[src/rtl/dxc_pkg.sv]
// Shared widths and command encodings for the transfer counter.
// Assumes the count is two bytes wide and the burst length one bit wider.
package dxc_pkg;
    localparam int BYTE_W  = 8;
    localparam int CNT_W   = 2 * BYTE_W;
    localparam int LEN_W   = CNT_W + 1;
    localparam int DMA_BIT = 7;
    localparam logic [6:0] OP_XFER = 7'h10;
endpackage

[src/rtl/dxc_shadow.sv]
// Write-side shadow for the two count bytes.
// Assumes a byte-wide write port; any address other than LO_ADDR/MID_ADDR misses.
module dxc_shadow
    import dxc_pkg::*;
#(
    parameter int ADDR_W   = 4,
    parameter int LO_ADDR  = 0,
    parameter int MID_ADDR = 1
) (
    input  logic              clk,
    input  logic              rst_n,
    input  logic              reg_wr,
    input  logic [ADDR_W-1:0] reg_addr,
    input  logic [BYTE_W-1:0] reg_wdata,
    output logic [CNT_W-1:0]  shadow,
    output logic              cnt_hit
);
    logic lo_hit, mid_hit;
    logic [BYTE_W-1:0] sh_lo, sh_mid;

    // Decode which count byte, if any, is being written.
    always_comb begin
        lo_hit  = reg_wr && (reg_addr == ADDR_W'(LO_ADDR));
        mid_hit = reg_wr && (reg_addr == ADDR_W'(MID_ADDR));
        cnt_hit = lo_hit || mid_hit;
        shadow  = {sh_mid, sh_lo};
    end

    // Capture written count bytes.
    always_ff @(posedge clk) begin
        if (!rst_n) begin
            sh_lo  <= '0;
            sh_mid <= '0;
        end else begin
            if (lo_hit)  sh_lo  <= reg_wdata;
            if (mid_hit) sh_mid <= reg_wdata;
        end
    end
endmodule

[src/rtl/dxc_clamp.sv]
// Burst length: a zero count stands for 2**CNT_W. The result is clamped to CMD_CAP
// in command phase, or to the data-size magnitude otherwise.
// Assumes SIZE_W > LEN_W so both operands compare in SIZE_W bits.
module dxc_clamp
    import dxc_pkg::*;
#(
    parameter int SIZE_W  = 18,
    parameter int CMD_CAP = 32
) (
    input  logic                     [CNT_W-1:0] count,
    input  logic                                 cmd_phase,
    input  logic signed [SIZE_W-1:0]             size,
    output logic                     [LEN_W-1:0] len
);
    logic [SIZE_W-1:0] eff, mag, lim;

    // Widen the count, compute the limit and take the minimum.
    always_comb begin
        if (count == '0) eff = SIZE_W'(1) << CNT_W;
        else             eff = SIZE_W'(count);
        mag = size[SIZE_W-1] ? SIZE_W'(-size) : SIZE_W'(size);
        lim = cmd_phase ? SIZE_W'(CMD_CAP) : mag;
        len = (eff < lim) ? LEN_W'(eff) : LEN_W'(lim);
    end
endmodule

[src/rtl/dxc_engine.sv]
// Live counter, remaining length, signed data size and terminal-count state.
// Assumes commands and size loads are only honoured while idle; when a final byte
// and a count write coincide, completion wins for the terminal-count flag.
module dxc_engine
    import dxc_pkg::*;
#(
    parameter int SIZE_W = 18
) (
    input  logic                      clk,
    input  logic                      rst_n,
    input  logic                      cnt_hit,
    input  logic [CNT_W-1:0]          shadow,
    input  logic                      cmd_wr,
    input  logic                      cmd_dma,
    input  logic                      cmd_xfer,
    input  logic                      cmd_phase,
    input  logic                      size_wr,
    input  logic signed [SIZE_W-1:0]  size_wdata,
    input  logic                      byte_acc,
    input  logic [LEN_W-1:0]          len_in,
    output logic [CNT_W-1:0]          live_count,
    output logic [LEN_W-1:0]          xfer_left,
    output logic signed [SIZE_W-1:0]  data_size,
    output logic                      busy,
    output logic                      tc_flag,
    output logic                      done_pulse
);
    logic phase_lat;
    logic last_byte;

    // Final byte of the current burst is being accepted.
    always_comb last_byte = busy && byte_acc && (xfer_left == LEN_W'(1));

    // Sequence reload, start, count-down and completion.
    always_ff @(posedge clk) begin
        if (!rst_n) begin
            live_count <= '0;
            xfer_left  <= '0;
            data_size  <= '0;
            busy       <= 1'b0;
            tc_flag    <= 1'b0;
            done_pulse <= 1'b0;
            phase_lat  <= 1'b0;
        end else begin
            done_pulse <= 1'b0;
            if (busy) begin
                if (cnt_hit && !last_byte) tc_flag <= 1'b0;
                if (byte_acc) begin
                    xfer_left  <= xfer_left - LEN_W'(1);
                    live_count <= live_count - CNT_W'(1);
                    if (!phase_lat && data_size != '0) begin
                        if (data_size[SIZE_W-1]) data_size <= data_size + SIZE_W'(1);
                        else                     data_size <= data_size - SIZE_W'(1);
                    end
                end
                if (last_byte) begin
                    busy       <= 1'b0;
                    done_pulse <= 1'b1;
                    tc_flag    <= 1'b1;
                    live_count <= '0;
                end
            end else begin
                if (cnt_hit) tc_flag <= 1'b0;
                if (size_wr) data_size <= size_wdata;
                if (cmd_wr && cmd_dma) begin
                    live_count <= shadow;
                    if (cmd_xfer) begin
                        xfer_left <= len_in;
                        busy      <= (len_in != '0);
                        phase_lat <= cmd_phase;
                        tc_flag   <= 1'b0;
                    end
                end
            end
        end
    end
endmodule

[src/rtl/dma_xfer_counter.sv]
// Top of the transfer counter: shadow bytes, length clamp and count engine.
// Assumes the memory side signals one byte per cycle through byte_acc.
module dma_xfer_counter
    import dxc_pkg::*;
#(
    parameter int ADDR_W  = 4,
    parameter int SIZE_W  = 18,
    parameter int CMD_CAP = 32
) (
    input  logic                     clk,
    input  logic                     rst_n,
    input  logic                     reg_wr,
    input  logic [ADDR_W-1:0]        reg_addr,
    input  logic [7:0]               reg_wdata,
    input  logic                     cmd_wr,
    input  logic [7:0]               cmd_code,
    input  logic                     cmd_phase,
    input  logic                     size_wr,
    input  logic [SIZE_W-1:0]        size_wdata,
    input  logic                     byte_acc,
    output logic                     xfer_busy,
    output logic                     to_device,
    output logic [15:0]              live_count,
    output logic [16:0]              xfer_left,
    output logic [SIZE_W-1:0]        data_size,
    output logic                     tc_flag,
    output logic                     done_pulse
);
    logic [CNT_W-1:0] shadow, cnt_src;
    logic             cnt_hit, cmd_dma, cmd_xfer;
    logic [LEN_W-1:0] len;
    logic signed [SIZE_W-1:0] size_s;

    // Split the command byte and pick the count the clamp sees.
    always_comb begin
        cmd_dma   = cmd_code[DMA_BIT];
        cmd_xfer  = (cmd_code[6:0] == OP_XFER);
        cnt_src   = cmd_dma ? shadow : live_count;
        to_device = size_s[SIZE_W-1];
        data_size = size_s;
    end

    dxc_shadow #(.ADDR_W(ADDR_W)) u_shadow (
        .clk(clk), .rst_n(rst_n), .reg_wr(reg_wr), .reg_addr(reg_addr),
        .reg_wdata(reg_wdata), .shadow(shadow), .cnt_hit(cnt_hit)
    );

    dxc_clamp #(.SIZE_W(SIZE_W), .CMD_CAP(CMD_CAP)) u_clamp (
        .count(cnt_src), .cmd_phase(cmd_phase), .size(size_s), .len(len)
    );

    dxc_engine #(.SIZE_W(SIZE_W)) u_engine (
        .clk(clk), .rst_n(rst_n), .cnt_hit(cnt_hit), .shadow(shadow),
        .cmd_wr(cmd_wr), .cmd_dma(cmd_dma), .cmd_xfer(cmd_xfer),
        .cmd_phase(cmd_phase), .size_wr(size_wr), .size_wdata(size_wdata),
        .byte_acc(byte_acc), .len_in(len), .live_count(live_count),
        .xfer_left(xfer_left), .data_size(size_s), .busy(xfer_busy),
        .tc_flag(tc_flag), .done_pulse(done_pulse)
    );
endmodule

[config.mk]
export PLATFORM = sky130hd
export DESIGN_NAME = dma_xfer_counter
export DESIGN_NICKNAME = d
export VERILOG_FILES = /design/src/rtl/dxc_pkg.sv /design/src/rtl/dxc_shadow.sv /design/src/rtl/dxc_clamp.sv /design/src/rtl/dxc_engine.sv /design/src/rtl/dma_xfer_counter.sv
export SDC_FILE = /design/constraint.sdc
export NUM_CORES = 1
export LEC_CHECK = 0
export BUFFER_PORTS_ARGS = -buffer_cell sky130_fd_sc_hd__buf_2
export CAP_MARGIN = 20
export CORE_MARGIN = 5
export CORE_UTILIZATION = 55
export CTS_CLUSTER_SIZE = 25
export DETAILED_ROUTE_END_ITERATION = 12
export PLACE_DENSITY = 0.84
export SETUP_SLACK_MARGIN = 0.4
export SYNTH_ARGS = -nofsm -noshare
export SYNTH_HDL_FRONTEND = slang
export SYNTH_HIERARCHICAL = 1
export SYNTH_SLANG_ARGS = --single-unit
[constraint.sdc]
create_clock -name clk -period 8.9 [get_ports clk]
set_input_delay 1.335 -clock clk [delete_from_list [all_inputs] [get_ports clk]]
set_output_delay 1.335 -clock clk [all_outputs]
set_load 0.05 [all_outputs]
==> summary.md, run 1 <==
| Metric | Value |
|---|---|
| Ys async rst share | 0% |
| Final Instance Count excl. Fillers | 965 |
| CP Launch Type | register |
| Setup TNS | 0 ns |
| Post-CTS setup repair buffer count | 0 |
| Max stage delay on crit path | 0.58 ns |
| Final ANT Viol Nets | 0 |
| Core area | 0.01070 sq mm |
| ANT cells | 0 |
| Final setup vio count | 0 |
| Worst path top cell family by delay | simple AND/OR/NAND/NOR gates |
| Setup CP Type | register to register |
| Final worst clock skew | 0.01685 ns |
| Top-count cell post-synth | nand2_1 |
| Crit path buf inv count | 1 |
| Largest net degree at the start of global routing | 61 |
| Row count | 38 |
| Sequential share of the synthesized area | 23.91% |
| Gr busiest metal | met2 |
| Top post-synthesis cells by count | 76 x nand2_1, 71 x dfxtp_1, 65 x a21oi_1 |
| Initial drt markers | 525 |
| Initial Utilization | 55.57% |
| Layout cells sized above 1 | 19.76% |
| Top-Level Pins | 100 |
| Worst-path cell chain | inv_1 > ha_1 > or4b_1 > o41ai_1 > xnor2_1 > nand2b_1 > ha_1 > nand4_1 > or4_1 > o2111ai_1 > o2bb2ai_4 > mux2i_1 > nor4_1 > nand4_1 > or4_1 > nand3_1 > a21oi_1 |
| Top post-synthesis cells by area | dfxtp_1 24%, ha_1 7.8%, mux2i_1 6.9% |
| WP data arrival | 5.15 ns |
| Crit path max fanout | 17 |
| Max Transition Viols Final | 0 |
| RSZ-0062 raised after global routing | false |
| Initial antenna violation count | 0 |
| R2r startpoint | u_engine/data_size[0] |
| Minimum clock period | 4.928 ns |
| Hold-fix buffers, CTS | 0 |
| Worst-Skew Late Latency | 0.37 ns |
| Worst flop-to-flop path endpoint | u_engine/busy |
| Port buffer count | 99 |
| Status | finished, final reports clean |
| Mean area per synthesized cell | 7.760 sq um |
| Post-DP HPWL | 12,640 um |
| Sink Count | 71 |
| Power per cell area | 134.5 mW/mm^2 |
| CP max-delay cell | or4b_1 |
| CTS HTree Levels | 3 |
| Synth area leader | dfxtp_1 |
| Hold path cells | 2 |
| Mapped Nets | 849 |
| Vias per cell | 6.385 |
| Synthesis warning total | 6 |
| Max Clk Rate | 0.2029 GHz |
| Vias in the first global route | 5,669 |
| Drt wl/cell | 17.81 um |
| CTS Buffer Depth | 2 |
| Met3 usage | 4.138% |
| Hold WC Path Type | register to register |
| Layout Nets | 903 |
| Cell variety after synth | 73 |
| Max_cap viols | 0 |
| Mapped cell area | 0.005944 sq mm |
| TritonCTS Buffers | 9 |
| DIE WIDTH | 114.0 um |
| GR Util met1 | 34.32% |
| Via count | 6,162 |
| Least-Margin Pin Slew | 1.070 ns |
| Post-Synthesis Cells | 766 |
| EDFF count, synth | 0 |
| Placed standard-cell area | 0.006377 sq mm |
| Fin crit share | 55.37% |
| LEAKAGE | 2.839 nW |
| Final wirelength | 17,180 um |
| All-Layer GR Usage | 25.82% |
| R2r worst-path depth | 17 |
| Flop-to-flop setup slack | 3.97 ns |
| Worst Setup End Kind | register |
| CTS tree | done |
| PostCTS Resize Cnt | 0 |
| Post-synth top area share | 23.91% |
| Placed cells | 949 |
| GRT Residual Overflow | 0 |
| Drt first pass iters | 9 |
| Layout Utilization | 61.35% |
| Die Height | 114.0 um |
| GR Util met2 | 41.61% |
| Critical path data required time | 9.12 ns |
| Slew headroom | 28.17% |
| First-pass GRT wire length | 27,570 um |
| Hold EP | u_shadow/sh_lo[1] |
| Total die area | 0.01299 sq mm |
| Maximum VDD drop | 0.08713 mV |
| Fin area | 0.006563 sq mm |
| Hold Fails Final Rpt | 0 |
| Most used flip-flop cell after synthesis | dfxtp_1 |
| Hold wc startpoint | u_shadow/sh_lo[1] |
| Seq cells post-synth | 71 |
| Clock transition at path regs | 0.09 ns |
| Final GP Congestion | 0.9502 |
| DRC violations left | 0 |
| CTS Root Cell | clkbuf_8 |
| Area grow syn2layout | 10.40% |
==> flip-flops by register name, indices dropped and copies added (netlist names) <==
name and flops:
u_engine/busy 1, u_engine/xfer_left 17, u_shadow/sh_mid 8, u_engine/done_pulse 1, u_engine/data_size 18, u_engine/tc_flag 1, u_engine/live_count 16, u_engine/phase_lat 1
u_shadow/sh_lo 8
==> kinds of logic (layout without fill, tap and decap cells) <==
family / Yosys count / count (layout) / synth area share, %
buffers and inverters: 93 / 152 / 6.609
AND/OR/NAND/NOR: 252 / 252 / 22.50
adder cells (fa/ha/maj): 38 / 38 / 8.125
flip-flops: 71 / 71 / 23.91
AO/OA/AOI/OAI: 230 / 230 / 25.15
multiplexers: 59 / 59 / 10.31
XOR/XNOR: 23 / 23 / 3.389
==> per-layer routing <==
| metal | share of wire (%) | up-vias |
|---|---|---|
| li1 | - | 2933 |
| met1 | 42 | 2837 |
| met2 | 46 | 334 |
| met3 | 8.7 | 58 |
| met4 | 3.7 | 0 |
| met5 | 0 | - |
==> final cells by class <==
class,instances,area (sq um)
Clock buffer,9,123.9
Clock inverter,7,61.31
Fill cell,1000,4135
Inverter,33,123.9
Multi-Input combinational cell,602,4130
Sequential cell,71,1423
Tap cell,140,175.2
Timing Repair Buffer,103,525.5
==> metrics by stage <==
| stage | setup slack [ns] | power (mW) | hold WS, ns |
|---|---|---|---|
| finish | 3.972 | 0.8827 | 0.4960 |
| global route | 3.721 | 0.9266 | 0.5091 |
| CTS | 4.060 | 0.8812 | 0.4962 |
| detailed placement | 3.758 | 0.6264 | 0.4834 |
| global placement | 3.820 | 0.6213 | 0.4784 |
| floorplan | 4.114 | 0.5669 | 0.4437 |
==> worst max path at each step <==
stage	to	startpoint	cells past startpoint	slack [ns]
after global placement	u_engine/busy	cmd_code[7]	15	3.82
final	u_engine/busy	u_engine/data_size[0]	17	3.97
after detailed placement	u_engine/busy	cmd_code[7]	15	3.76
after floorplan	u_engine/busy	cmd_code[7]	17	4.11
after global routing	u_engine/busy	u_engine/data_size[0]	17	3.72
after CTS	u_engine/busy	u_engine/data_size[0]	17	4.06
==> layout by cell type, fill, tap and decap left out, types with 18 or more instances in the layout <==
cell | Yosys | routed
a21oi_1 | 65 | 65
buf_2 | 5 | 99
dfxtp_1 | 71 | 70
ha_1 | 37 | 37
inv_1 | 32 | 32
mux2_2 | 18 | 18
mux2i_1 | 41 | 41
nand2_1 | 76 | 76
nor2_1 | 50 | 50
o21ai_0 | 55 | 55
xnor2_1 | 19 | 19
==> worst register-to-register path, cell delays in order (launching register included) <==
cell and delay (ns):
dfxtp_1 0.40, inv_1 0.13, ha_1 0.19, or4b_1 0.59
o41ai_1 0.37, xnor2_1 0.17, nand2b_1 0.13, ha_1 0.32
nand4_1 0.12, or4_1 0.54, o2111ai_1 0.21, o2bb2ai_4 0.36
mux2i_1 0.20, nor4_1 0.36, nand4_1 0.12, or4_1 0.41
nand3_1 0.10, a21oi_1 0.07
==> where the power goes <==
part           leakage, nW  internal (mW)  switching, mW
registers            0.578          0.326         0.0187
logic                 2.17          0.111          0.171
clock network       0.0892          0.107          0.149
total                 2.84          0.544          0.339
Note: power is estimated with default switching activity, not from simulation.
==> inputs of run 2 (changes only) <==
--- a/config.mk
+++ b/config.mk
@@ -5,10 +5,11 @@
 export SDC_FILE = /design/constraint.sdc
 export NUM_CORES = 1
 export LEC_CHECK = 0
+export ABC_AREA = 1
 export BUFFER_PORTS_ARGS = -buffer_cell sky130_fd_sc_hd__buf_2
 export CAP_MARGIN = 20
 export CORE_MARGIN = 5
-export CORE_UTILIZATION = 55
+export CORE_UTILIZATION = 53
 export CTS_CLUSTER_SIZE = 25
 export DETAILED_ROUTE_END_ITERATION = 12
 export PLACE_DENSITY = 0.84
==> constraint.sdc (replaced) <==
create_clock -name clk -period 4 [get_ports clk]
set_input_delay 0.6 -clock clk [delete_from_list [all_inputs] [get_ports clk]]
set_output_delay 0.6 -clock clk [all_outputs]
set_load 0.05 [all_outputs]
==> run 2 against run 1 <==
Against the previous run: clock power rose to 3.5 times the previous value; synthesized cell count up 52%; core utilization up 1.4 points; non-clock buffer count up 11; hold slack better by 0.012 ns; global-route usage up 0.078 points; die area up 19%; sequential power up 130%; critical endpoint unchanged; highest routed layer unchanged.
==> summary.md, run 2 <==
| Metric | Value |
|---|---|
| Status | finished, final reports clean |
| DIE WIDTH | 124.2 um |
| Top-count cell post-synth | nand2_1 |
| Setup ws final | 0.5812 ns |
| Max_cap viols | 0 |
| Clock transition at path regs | 0.06 ns |
| Most frequent cells in the layout | 303 x nand2_1, 166 x inv_1, 127 x nor2_1 |
| Initial Utilization | 54.33% |
| Mean area per synthesized cell | 5.948 sq um |
| Mapped cell area | 0.006912 sq mm |
| GRT Residual Overflow | 0 |
| DRC violations left | 0 |
| RSZ-0062 raised after global routing | false |
| Crit path buf inv count | 3 |
| Initial drt markers | 957 |
| Hold WC Path Type | register to register |
| Fin area | 0.007989 sq mm |
| Most common cell after layout, fill and taps aside | nand2_1 |
| Setup TNS | 0 ns |
| Final ANT Viol Nets | 0 |
| TritonCTS Buffers | 9 |
| Largest net degree at the start of global routing | 49 |
| Layout cells sized above 1 | 19.28% |
| Hold Fails Final Rpt | 0 |
| Net Switching | 0.9781 mW |
| WP data arrival | 3.60 ns |
| Power per cell area | 321.8 mW/mm^2 |
| Placed standard-cell area | 0.007375 sq mm |
| EDFF count, synth | 0 |
| Worst-Skew Late Latency | 0.35 ns |
| Least-Margin Pin Slew | 0.9397 ns |
| Synth area leader | dfxtp_1 |
| Minimum clock period | 3.419 ns |
| Ys async rst share | 0% |
| Slew headroom | 37.28% |
| Drt wl/cell | 14.75 um |
| Top post-synthesis cells by count | 306 x nand2_1, 168 x inv_1, 137 x nor2_1 |
| Setup CP Type | input pin to register |
| CTS tree | done |
| Switch share | 38.04% |
| CP max-delay cell | nor4_1 |
| CTS Buffer Depth | 2 |
| Seq cells post-synth | 71 |
| LEAKAGE | 4.058 nW |
| Max stage delay on crit path | 0.37 ns |
| Worst Setup End Kind | register |
| Initial antenna violation count | 0 |
| Worst path top cell family by delay | simple AND/OR/NAND/NOR gates |
| Core area | 0.01272 sq mm |
| Mapped Nets | 1,245 |
| Final setup vio count | 0 |
| Biggest register | u_engine/data_size |
| Row count | 41 |
| Cell variety after synth | 55 |
| CTS Root Cell | clkbuf_16 |
| Final wirelength | 20,900 um |
| Final hold slack | 0.5080 ns |
| Internal | 1.593 mW |
| Maximum VDD drop | 0.2236 mV |
| Worst-path cell chain | clkbuf_4 > o21ai_0 > nor4_1 > nand2_1 > nor2_1 > ha_1 > nand3_2 > nor3_4 > buf_6 > nand4_4 > nand3_4 > buf_4 > nand2_2 > nand2_2 > nor4_2 > nand4_1 > o21ai_1 > a21oi_1 |
| All-Layer GR Usage | 25.90% |
| Final GP Congestion | 0.9677 |
| Layout Nets | 1,324 |
| Top post-synthesis cells by area | dfxtp_1 21%, nand2_1 17%, inv_1 9.1% |
| Die Height | 124.2 um |
| Clock power frac | 34.5% |
| CP Launch Type | input pin |
| Most used flip-flop cell after synthesis | dfxtp_1 |
| Layout Utilization | 62.80% |
| Most used cell, CP | nand2_2 |
| Post-Synthesis Cells | 1,162 |
| CTS HTree Levels | 3 |
| Synthesis warning total | 6 |
| Critical path data required time | 4.18 ns |
| Logic pwr share | 35.2% |
| Sink Count | 71 |
| Post-DP HPWL | 14,660 um |
| Area grow syn2layout | 15.59% |
| Vias in the first global route | 6,572 |
| Drt first pass iters | 10 |
| Total die area | 0.01542 sq mm |
| Sequential share of the synthesized area | 20.56% |
| Post-synth top area share | 20.56% |
| Max Clk Rate | 0.2925 GHz |
| Vias per cell | 5.506 |
| Place WS | 0.1869 ns |
| Top-Level Pins | 100 |
| Final worst clock skew | 0.01135 ns |
| Sequential power share | 30.3% |
| Port buffer count | 99 |
| Fin crit share | 85.47% |
| First-pass GRT wire length | 31,950 um |
| Regs by FF count | u_engine/data_size x18, u_engine/xfer_left x17, u_engine/live_count x16 |
| Number of flip-flops in the largest register | 18 |
| ANT cells | 0 |
| Max Transition Viols Final | 0 |
| Via count | 7,802 |
| Crit path max fanout | 33 |
[run 2: cell types whose count changed after synthesis, sizes merged, moves of 33 or more]
cell and change:
nor2 +105, nand4 +33, mux2i -41, nand2 +242
inv +147, nand3 +49
[run 2: layer usage]
metal / routed length [um] / vias to the layer above / global-route usage [%] / share of wire [%]
li1: - / 3897 / - / -
met1: 9117 / 3447 / 36.35 / 44
met2: 9306 / 405 / 40.47 / 45
met3: 1989 / 53 / 4.450 / 9.5
met4: 485 / 0 / 8.077 / 2.3
met5: 0 / - / 0 / 0
[run 2: logic make-up (layout without fill, tap and decap cells)]
kind of cell	after synthesis	in the layout	share of synthesized area, %
buf+inv	232	309	14.41
simple gates	612	618	40.32
flops	71	71	20.56
compound gates	187	187	14.93
fa+ha+maj	38	38	6.988
xor+xnor	22	22	2.788
[run 2: power by group through the flow]
stage | Clock (mW) | Sequential, mW | Combinational, mW
5_1_grt | 0.934 | 0.784 | 0.989
3_5_place_dp | 0 | 0.790 | 0.792
6_report | 0.888 | 0.778 | 0.905
4_1_cts | 0.900 | 0.775 | 0.811
2_1_floorplan | 0 | 0.856 | 0.568
3_3_place_gp | 0 | 0.790 | 0.779
[run 2: final cells by class]
type	count	area (sq um)
inverters	180	679.4
well taps	172	215.2
fillers	1197	4733
clock inverters	5	81.33
multi-input cells	865	4713
clock buffers	10	239.0
repair buffers	114	621.8
flip-flops and latches	71	1439
[run 2: tightest hold or removal path: cells and delay by family, from the launching register on]
kind	cells	cell delay [ns]
compound gates	1	0.05
flops	1	0.33
simple gates	1	0.07
[run 2: final timing paths]
| check | start | depth (start not counted) | endpoint | slack, ns |
|---|---|---|---|---|
| worst max-delay path | cmd_code[7] | 18 | u_engine/busy | 0.58 |
| worst min-delay path | u_engine/xfer_left[7] | 2 | u_engine/xfer_left[7] | 0.51 |
| worst max register to register | u_engine/data_size[4] | 24 | u_engine/busy | 0.63 |
| worst min register to register | u_engine/xfer_left[7] | 2 | u_engine/xfer_left[7] | 0.51 |
[run 2: what timing repair did]
| item | in CTS | in global routing |
|---|---|---|
| pin swaps | 2 | 10 |
| gates cloned | 1 | 5 |
| hold buffers | 0 | 0 |
| setup buffers | 1 | 5 |
| gates resized for setup | 6 | 47 |
| setup endpoints to repair | 1 | 14 |
[run 2: per-stage QoR]
stage	power (mW)	std cells
after floorplan	1.424	1162
after global placement	1.570	1390
after detailed placement	1.583	1390
after CTS	2.486	1407
after global routing	2.707	1417
final	2.571	1417
